===== src/rtl/cfg_if_pkg.sv =====
package cfg_if_pkg;
  localparam int DEF_MULT_W = 9;
  localparam int DEF_ODIV_W = 2;
  localparam int DEF_TSEL_W = 3;

  typedef enum logic [1:0] {
    SRC_KEEP  = 2'd0,
    SRC_PINS  = 2'd1,
    SRC_SHIFT = 2'd2
  } cfg_src_e;

  // Parallel path wins whenever its latch is open.
  function automatic cfg_src_e pick_src(input logic par_hold, input logic ser_strobe);
    if (!par_hold)
      return SRC_PINS;
    else if (ser_strobe)
      return SRC_SHIFT;
    else
      return SRC_KEEP;
  endfunction
endpackage


===== src/rtl/cfg_edge_det.sv =====
module cfg_edge_det #(
  parameter bit RISING = 1'b1
) (
  input  logic clk,
  input  logic rst,
  input  logic lvl,
  output logic edge_o
);
  logic lvl_q;

  always_ff @(posedge clk) begin
    if (rst) lvl_q <= 1'b0;
    else     lvl_q <= lvl;
  end

  generate
    if (RISING) begin : g_rise
      assign edge_o = lvl & ~lvl_q;
    end else begin : g_fall
      assign edge_o = ~lvl & lvl_q;
    end
  endgenerate

  // a pulse never lasts two cycles for a held level
  p_single_edge_r2: assert property (@(posedge clk) disable iff (rst)
    edge_o |=> !edge_o);
endmodule


===== src/rtl/cfg_shifter.sv =====
module cfg_shifter #(
  parameter int WIDTH = 14
) (
  input  logic             clk,
  input  logic             rst,
  input  logic             shift_en,
  input  logic             din,
  output logic [WIDTH-1:0] word_o,
  output logic             tail_o
);
  logic [WIDTH-1:0] word_q;

  always_ff @(posedge clk) begin
    if (rst)
      word_q <= '0;
    else if (shift_en)
      word_q <= {word_q[WIDTH-2:0], din};
  end

  assign word_o = word_q;
  assign tail_o = word_q[WIDTH-1];

  // one place per enable, new bit at the bottom
  p_shift_step_r2: assert property (@(posedge clk) disable iff (rst)
    shift_en |=> (word_o == {$past(word_o[WIDTH-2:0]), $past(din)}));

  // contents kept whenever no shift is requested
  p_shift_keep_r8: assert property (@(posedge clk) disable iff (rst)
    !shift_en |=> $stable(word_o));
endmodule


===== src/rtl/cfg_latch.sv =====
module cfg_latch
  import cfg_if_pkg::*;
#(
  parameter int MULT_W = DEF_MULT_W,
  parameter int ODIV_W = DEF_ODIV_W,
  parameter int TSEL_W = DEF_TSEL_W,
  localparam int WORD_W = MULT_W + ODIV_W + TSEL_W
) (
  input  logic              clk,
  input  logic              rst,
  input  logic              par_hold,
  input  logic              ser_strobe,
  input  logic [MULT_W-1:0] pin_mult,
  input  logic [ODIV_W-1:0] pin_odiv,
  input  logic [WORD_W-1:0] shift_word,
  output logic [MULT_W-1:0] mult_o,
  output logic [ODIV_W-1:0] odiv_o,
  output logic [TSEL_W-1:0] tsel_o
);
  logic [MULT_W-1:0] sh_mult;
  logic [ODIV_W-1:0] sh_odiv;
  logic [TSEL_W-1:0] sh_tsel;
  cfg_src_e          src;

  // Stream order: test field first, multiplier last.
  assign sh_tsel = shift_word[WORD_W-1 -: TSEL_W];
  assign sh_odiv = shift_word[MULT_W+ODIV_W-1 -: ODIV_W];
  assign sh_mult = shift_word[MULT_W-1:0];
  assign src     = pick_src(par_hold, ser_strobe);

  always_ff @(posedge clk) begin
    if (rst) begin
      mult_o <= '0;
      odiv_o <= '0;
      tsel_o <= '0;
    end else begin
      unique case (src)
        SRC_PINS: begin
          mult_o <= pin_mult;
          odiv_o <= pin_odiv;
          tsel_o <= '0;
        end
        SRC_SHIFT: begin
          mult_o <= sh_mult;
          odiv_o <= sh_odiv;
          tsel_o <= sh_tsel;
        end
        default: ;
      endcase
    end
  end

  // open parallel latch clears the test code
  p_tsel_zero_r6: assert property (@(posedge clk) disable iff (rst)
    !par_hold |=> (tsel_o == '0));

  // open parallel latch tracks the pins, strobe or not
  p_pin_follow_r5: assert property (@(posedge clk) disable iff (rst)
    !par_hold |=> (mult_o == $past(pin_mult)) && (odiv_o == $past(pin_odiv)));

  // serial transfer of the whole word
  p_ser_xfer_r4: assert property (@(posedge clk) disable iff (rst)
    (par_hold && ser_strobe) |=> ({tsel_o, odiv_o, mult_o} == $past(shift_word)));

  // both latches closed, configuration frozen
  p_closed_hold_r4: assert property (@(posedge clk) disable iff (rst)
    (par_hold && !ser_strobe) |=> ($stable(mult_o) && $stable(odiv_o) && $stable(tsel_o)));
endmodule


===== src/rtl/cfg_if_top.sv =====
module cfg_if_top
  import cfg_if_pkg::*;
#(
  parameter int MULT_W = DEF_MULT_W,
  parameter int ODIV_W = DEF_ODIV_W,
  parameter int TSEL_W = DEF_TSEL_W,
  localparam int WORD_W = MULT_W + ODIV_W + TSEL_W
) (
  input  logic              clk,
  input  logic              rst,
  input  logic              scfg_clk,
  input  logic              scfg_din,
  input  logic              scfg_strobe,
  input  logic              pcfg_hold,
  input  logic [MULT_W-1:0] pin_mult,
  input  logic [ODIV_W-1:0] pin_odiv,
  output logic [MULT_W-1:0] mult_o,
  output logic [ODIV_W-1:0] odiv_o,
  output logic [TSEL_W-1:0] tsel_o,
  output logic              ser_tail_o
);
  logic              sclk_rise;
  logic [WORD_W-1:0] sh_word;

  cfg_edge_det #(.RISING(1'b1)) u_sclk_edge (
    .clk    (clk),
    .rst    (rst),
    .lvl    (scfg_clk),
    .edge_o (sclk_rise)
  );

  cfg_shifter #(.WIDTH(WORD_W)) u_shift (
    .clk      (clk),
    .rst      (rst),
    .shift_en (sclk_rise),
    .din      (scfg_din),
    .word_o   (sh_word),
    .tail_o   (ser_tail_o)
  );

  cfg_latch #(
    .MULT_W (MULT_W),
    .ODIV_W (ODIV_W),
    .TSEL_W (TSEL_W)
  ) u_latch (
    .clk        (clk),
    .rst        (rst),
    .par_hold   (pcfg_hold),
    .ser_strobe (scfg_strobe),
    .pin_mult   (pin_mult),
    .pin_odiv   (pin_odiv),
    .shift_word (sh_word),
    .mult_o     (mult_o),
    .odiv_o     (odiv_o),
    .tsel_o     (tsel_o)
  );

  // reset leaves everything cleared
  p_reset_clear_r1: assert property (@(posedge clk)
    rst |=> (mult_o == '0) && (odiv_o == '0) && (tsel_o == '0) && !ser_tail_o);

  // tail tracks the shift register's top bit
  p_tail_top_r9: assert property (@(posedge clk) disable iff (rst)
    ser_tail_o == sh_word[WORD_W-1]);
endmodule


===== config.mk =====
export PLATFORM = sky130hd
export DESIGN_NAME = cfg_if_top
export DESIGN_NICKNAME = d
export VERILOG_FILES = /design/src/rtl/cfg_if_pkg.sv /design/src/rtl/cfg_edge_det.sv /design/src/rtl/cfg_shifter.sv /design/src/rtl/cfg_latch.sv /design/src/rtl/cfg_if_top.sv
export SDC_FILE = /design/constraint.sdc
export NUM_CORES = 1
export LEC_CHECK = 0
export CELL_PAD_IN_SITES_DETAIL_PLACEMENT = 1
export CELL_PAD_IN_SITES_GLOBAL_PLACEMENT = 1
export CORE_MARGIN = 2
export CORE_UTILIZATION = 35
export CTS_CLUSTER_SIZE = 12
export DETAILED_ROUTE_END_ITERATION = 10
export DONT_BUFFER_PORTS = 1
export PLACE_DENSITY_LB_ADDON = 0.08
export REMOVE_ABC_BUFFERS = 1
export SYNTH_ARGS = -nofsm -noshare
export SYNTH_HDL_FRONTEND = slang
export SYNTH_SLANG_ARGS = --single-unit
export TNS_END_PERCENT = 5

===== constraint.sdc =====
create_clock -name clk -period 0.9 [get_ports clk]
set_input_delay 0.045 -clock clk [delete_from_list [all_inputs] [get_ports clk]]
set_output_delay 0.045 -clock clk [all_outputs]
set_load 0.05 [all_outputs]

; After elaboration in Yosys (flattened, before gate mapping)
; Cells that the tools add are included.
[word_totals]
ramBits = 0
output_inout_bits = 15
n_memories = 0
regBits = 29
word_cells = 15
latch_bits = 0
inputBits = 17
mem_bits_ro = 0
[op_classes]
n_addsub = 0
bitwise_logic = 2
multipliers = 0
n_reduce_logical = 1
n_lt_le_gt_ge = 0
n_mux = 5
shift = 0
div = 0
eq_ne = 2
[op_table]
columns = op, n
row1 = case mux 9 bit (2 select lines), 1
row2 = case mux 3 bit (2 select lines), 1
row3 = two-way mux 2 bit, 2
row4 = case mux 2 bit (2 select lines), 1
row5 = "equality test 2 x 1 -> 1 bit, second input constant", 1
row6 = "equality test 2 bit, second input constant", 1
row7 = nonzero test 2 bit, 1
row8 = AND 1 bit, 1
row9 = NOT 1 bit, 1

; Depth between registers and ports, before layout
[depth]
word_depth = 4
ltp_mapped = 4
ltp_nobuf = 3

; Hierarchy
; Synthesis repeated with hierarchy kept, for this count alone.
[hier_totals]
hier_cells = 108
area_unflattened_um2 = 1168.6
[modules_own_cells]
columns = module, n_inst, seq_area_each_um2, cells_each, area_each_um2
row1 = cfg_latch, 1, 280.3, 59, 605.6
row2 = cfg_shifter, 1, 280.3, 46, 515.5
row3 = cfg_edge_det, 1, 20.0, 3, 47.5

; Worst setup path after synthesis
; Ideal clock, no wire load.
[synth_timing]
path_kind = reg2reg
start = reg u_latch.mult_o[0] (netlist name)
end = reg u_latch.mult_o[0]
setup_slack_ns = -0.134
required_ns = 0.814
arrival_time_ns = 0.949
path_stages_with_launch = 3
path_buffers = 0
synth_period_minus_slack_ns = 1.034
setup_ns = 0.086
path_cell_list = dfxtp_1 -> mux2i_1 -> a211oi_1
[synth_rtl]
columns = item, line_no
row1 = to (signal assigned), cfg_latch.sv:39  ; mult_o <= pin_mult;
row2 = to (signal assigned), cfg_latch.sv:44  ; mult_o <= sh_mult;
row3 = to (decl), cfg_latch.sv:16  ; output logic [MULT_W-1:0] mult_o,

; Worst setup path after layout
[layout_timing]
start = reg u_sclk_edge.lvl_q
end = reg u_shift.word_q[1], in the netlist u_shift.word_o[1]
[layout_via]
elab_chain_len = 2
[layout_rtl]
columns = item, line_no
row1 = from (decl), cfg_edge_det.sv:9  ; logic lvl_q;
row2 = from (signal assigned), cfg_edge_det.sv:13  ; else lvl_q <= lvl;
row3 = NOT 1 bit, cfg_edge_det.sv:18  ; assign edge_o = lvl & ~lvl_q;
row4 = AND 1 bit, cfg_edge_det.sv:18
row5 = to (signal assigned), cfg_shifter.sv:17  ; word_q <= {word_q[WIDTH-2:0], din};
row6 = to (decl), cfg_shifter.sv:11  ; logic [WIDTH-1:0] word_q;
; No other way between the ends.
; A chain may end at the register's enable or synchronous reset.

==> impl_metrics.tcl <==
set metrics [dict create \
    cts_tree "built" \
    clkSinkCount 29 \
    die_h_um 60.6 \
    grt_pass1_wl_um 3920 \
    mostFrequentLayoutCells "26 x nand2_1, 15 x dfxtp_2, 14 x mux2i_1, 14 x nor2_1, 14 x buf_8" \
    grt_max_degree 28 \
    drtPass1Iterations 4 \
    leakage_nw 0.578 \
    cts-hold-fix-buffers 1 \
    cp-start-kind "register" \
    cp_max_fo 7 \
    slowest_stage "dfxtp_2" \
    synth_largest_area_cell "dfxtp_1" \
    fin_tns_setup_ns 0 \
    grt_util_all_layers 0.155 \
    gp_congestion 0.659 \
    io_buffers 0 \
    ys_warn_count 0 \
    fin_skew_ns 0.0109 \
    min_path_cells 1 \
    finalInstanceArea_um2 1540 \
    whs_ns -0.234 \
    min_from "rst" \
    holdPathEnd "u_shift.word_o[13]" \
    cts_root_buffer "clkbuf_4" \
    worstMarginPinSlew_ns 0.174 \
    via_count 918 \
    required_ns 1.16 \
    max_freq_mhz 1110 \
    grt.overflow.total 0 \
    setup_viol 0 \
    drtAntennaViolNets 0 \
    clkTransAtPathRegs_ns 0.09 \
    final_common_cell "nand2_1" \
    num_antenna_cells 0 \
    num_io_pins 32 \
    p_per_area_nw_per_um2 1820 \
    multi_input_area_um2 538 \
    synth_top_area_share 0.517 \
    timing.rr.start "u_sclk_edge.lvl_q" \
    die_area_um2 3680 \
    violations "negative hold slack" \
    critPathTopFamily "simple AND/OR/NAND/NOR gates" \
    worst_setup_path_end_kind "register" \
    path_buf_inv 0 \
    synth-seq-cells 29 \
    dpl_cell_area_um2 1240 \
    initial_core_util 0.368 \
    grt_setup_unrepaired "true" \
    num-fill-cells 365 \
    seq_area_frac_synth 0.517 \
    finalHoldViolCount 28 \
    final_util 0.504 \
    numCtsBuffers 5 \
    period_needed_ns 0.899 \
    clock_path_buffers 2 \
    grt_pass1_vias 869 \
    maxSlewViolCount 0 \
    ys_top_cells_by_area "dfxtp_1 52%, mux2i_1 12%, nand2_1 9.4%" \
    core-area_um2 3050 \
    layout-drive-gt1-share 0.394 \
    seqCellArea_um2 603 \
    synth_area_um2 1120 \
    reg2regPathDepth 3 \
    antenna_found_initial 0 \
    nets 158 \
    hold_class "in2reg" \
    r2r-end "u_shift.word_o[1]" \
    regToRegSetupSlack_ns 0.001 \
    drtIter0Drc 14 \
    crit_path_max_incr_delay_ns 0.34 \
    status "complete, but fails checks" \
    drc_errors 0 \
    cp.arrival_ns 1.16 \
    ys_types 14 \
    via_per_inst 4.94 \
    ir_drop_mv 0.746 \
    drv_cap 0 \
    htreeDepth 2 \
    die_w_um 60.6 \
    worst-setup-path-type "reg2reg" \
    clk_latency_ns 0.33 \
    syn_avg_cell_area_um2 9.12 \
    rows 20 \
    crit_chain "and2b_4, nand2_2, a21oi_2" \
    area_delta_synth_final_pct 37.1 \
    syn-instance-count 123 \
    slew_headroom 0.883 \
    routedWlPerCell_um 14.5 \
    hpwlAfterDp_um 1610 \
    finalCritPeriodShare 0.999 \
    drt_wl_total_um 2710 \
]
state kept, by name, indices dropped and copies added, names as in the netlist:
signal,flops
u_latch.mult_o,9
u_latch.odiv_o,2
u_latch.tsel_o,3
u_sclk_edge.lvl_q,1
u_shift.word_o,14
per-stage QoR:
stage               setup WS (ns)  total power [W]  cells
global route              -0.0406          0.00293    186
CTS                      -0.00564          0.00280    185
global placement           -0.150          0.00163    175
finish                    0.00120          0.00280    186
floorplan                  -0.134          0.00156    114
detailed placement         -0.211          0.00163    175
where the power goes:
group	switching, W	total [W]	internal (W)
Clock	0.000457	0.00112	0.000663
Combinational	0.000175	0.000326	0.000151
Sequential	0.0000320	0.00136	0.00132
Total	0.000664	0.00280	0.00214
timing repair:
action	in CTS	in global routing
resized for setup	34	29
setup endpoints to repair	29	27
gates cloned	1	0
setup buffers	0	1
hold endpoints to repair	29	28
kinds of logic after synthesis:
logic type      share of synthesized area
mux                                 0.125
simple gates                        0.164
compound gates                      0.136
buf+inv                            0.0580
flops                               0.517
layer usage:
metal	wire, um	part of all wire	global-route usage
met3	182	0.067	0.0896
met2	1320	0.49	0.244
met4	38	0.014	0.0839
met1	1170	0.43	0.164
met5	0	0	0
synth_stat cells:
| cell | number |
|---|---|
| a21oi_1 | 14 |
| buf_4 | 1 |
| clkbuf_1 | 3 |
| nand2_1 | 28 |
| and2b_1 | 1 |
| nor2_1 | 14 |
| a211oi_1 | 11 |
| nor2b_1 | 1 |
| buf_2 | 3 |
| mux2i_1 | 14 |
| buf_12 | 1 |
| buf_6 | 1 |
| nand2b_1 | 2 |
| dfxtp_1 | 29 |
worst register-to-register path, cell delays in order (launching register included):
cell	delay, ns
dfxtp_2	0.34
and2b_4	0.31
nand2_2	0.08
a21oi_2	0.11
area by class of cell:
cell class	count	area share
clock buffers	7	0.0358
clock inverters	1	0.0195
multi-input cells	86	0.350
flip-flops and latches	29	0.392
well taps	44	0.0358
repair buffers	19	0.167
worst max path at each step:
stage                            from                 to  cells after the start
floorplan           u_latch.mult_o[0]  u_latch.mult_o[0]                      2
global placement    u_sclk_edge.lvl_q  u_shift.word_o[5]                      3
detailed placement  u_sclk_edge.lvl_q  u_shift.word_o[3]                      3
CTS                 u_latch.tsel_o[0]          tsel_o[0]                      1
global route        u_sclk_edge.lvl_q  u_shift.word_o[1]                      3
finish              u_sclk_edge.lvl_q  u_shift.word_o[1]                      3
Power figures use the tool's default switching activity.
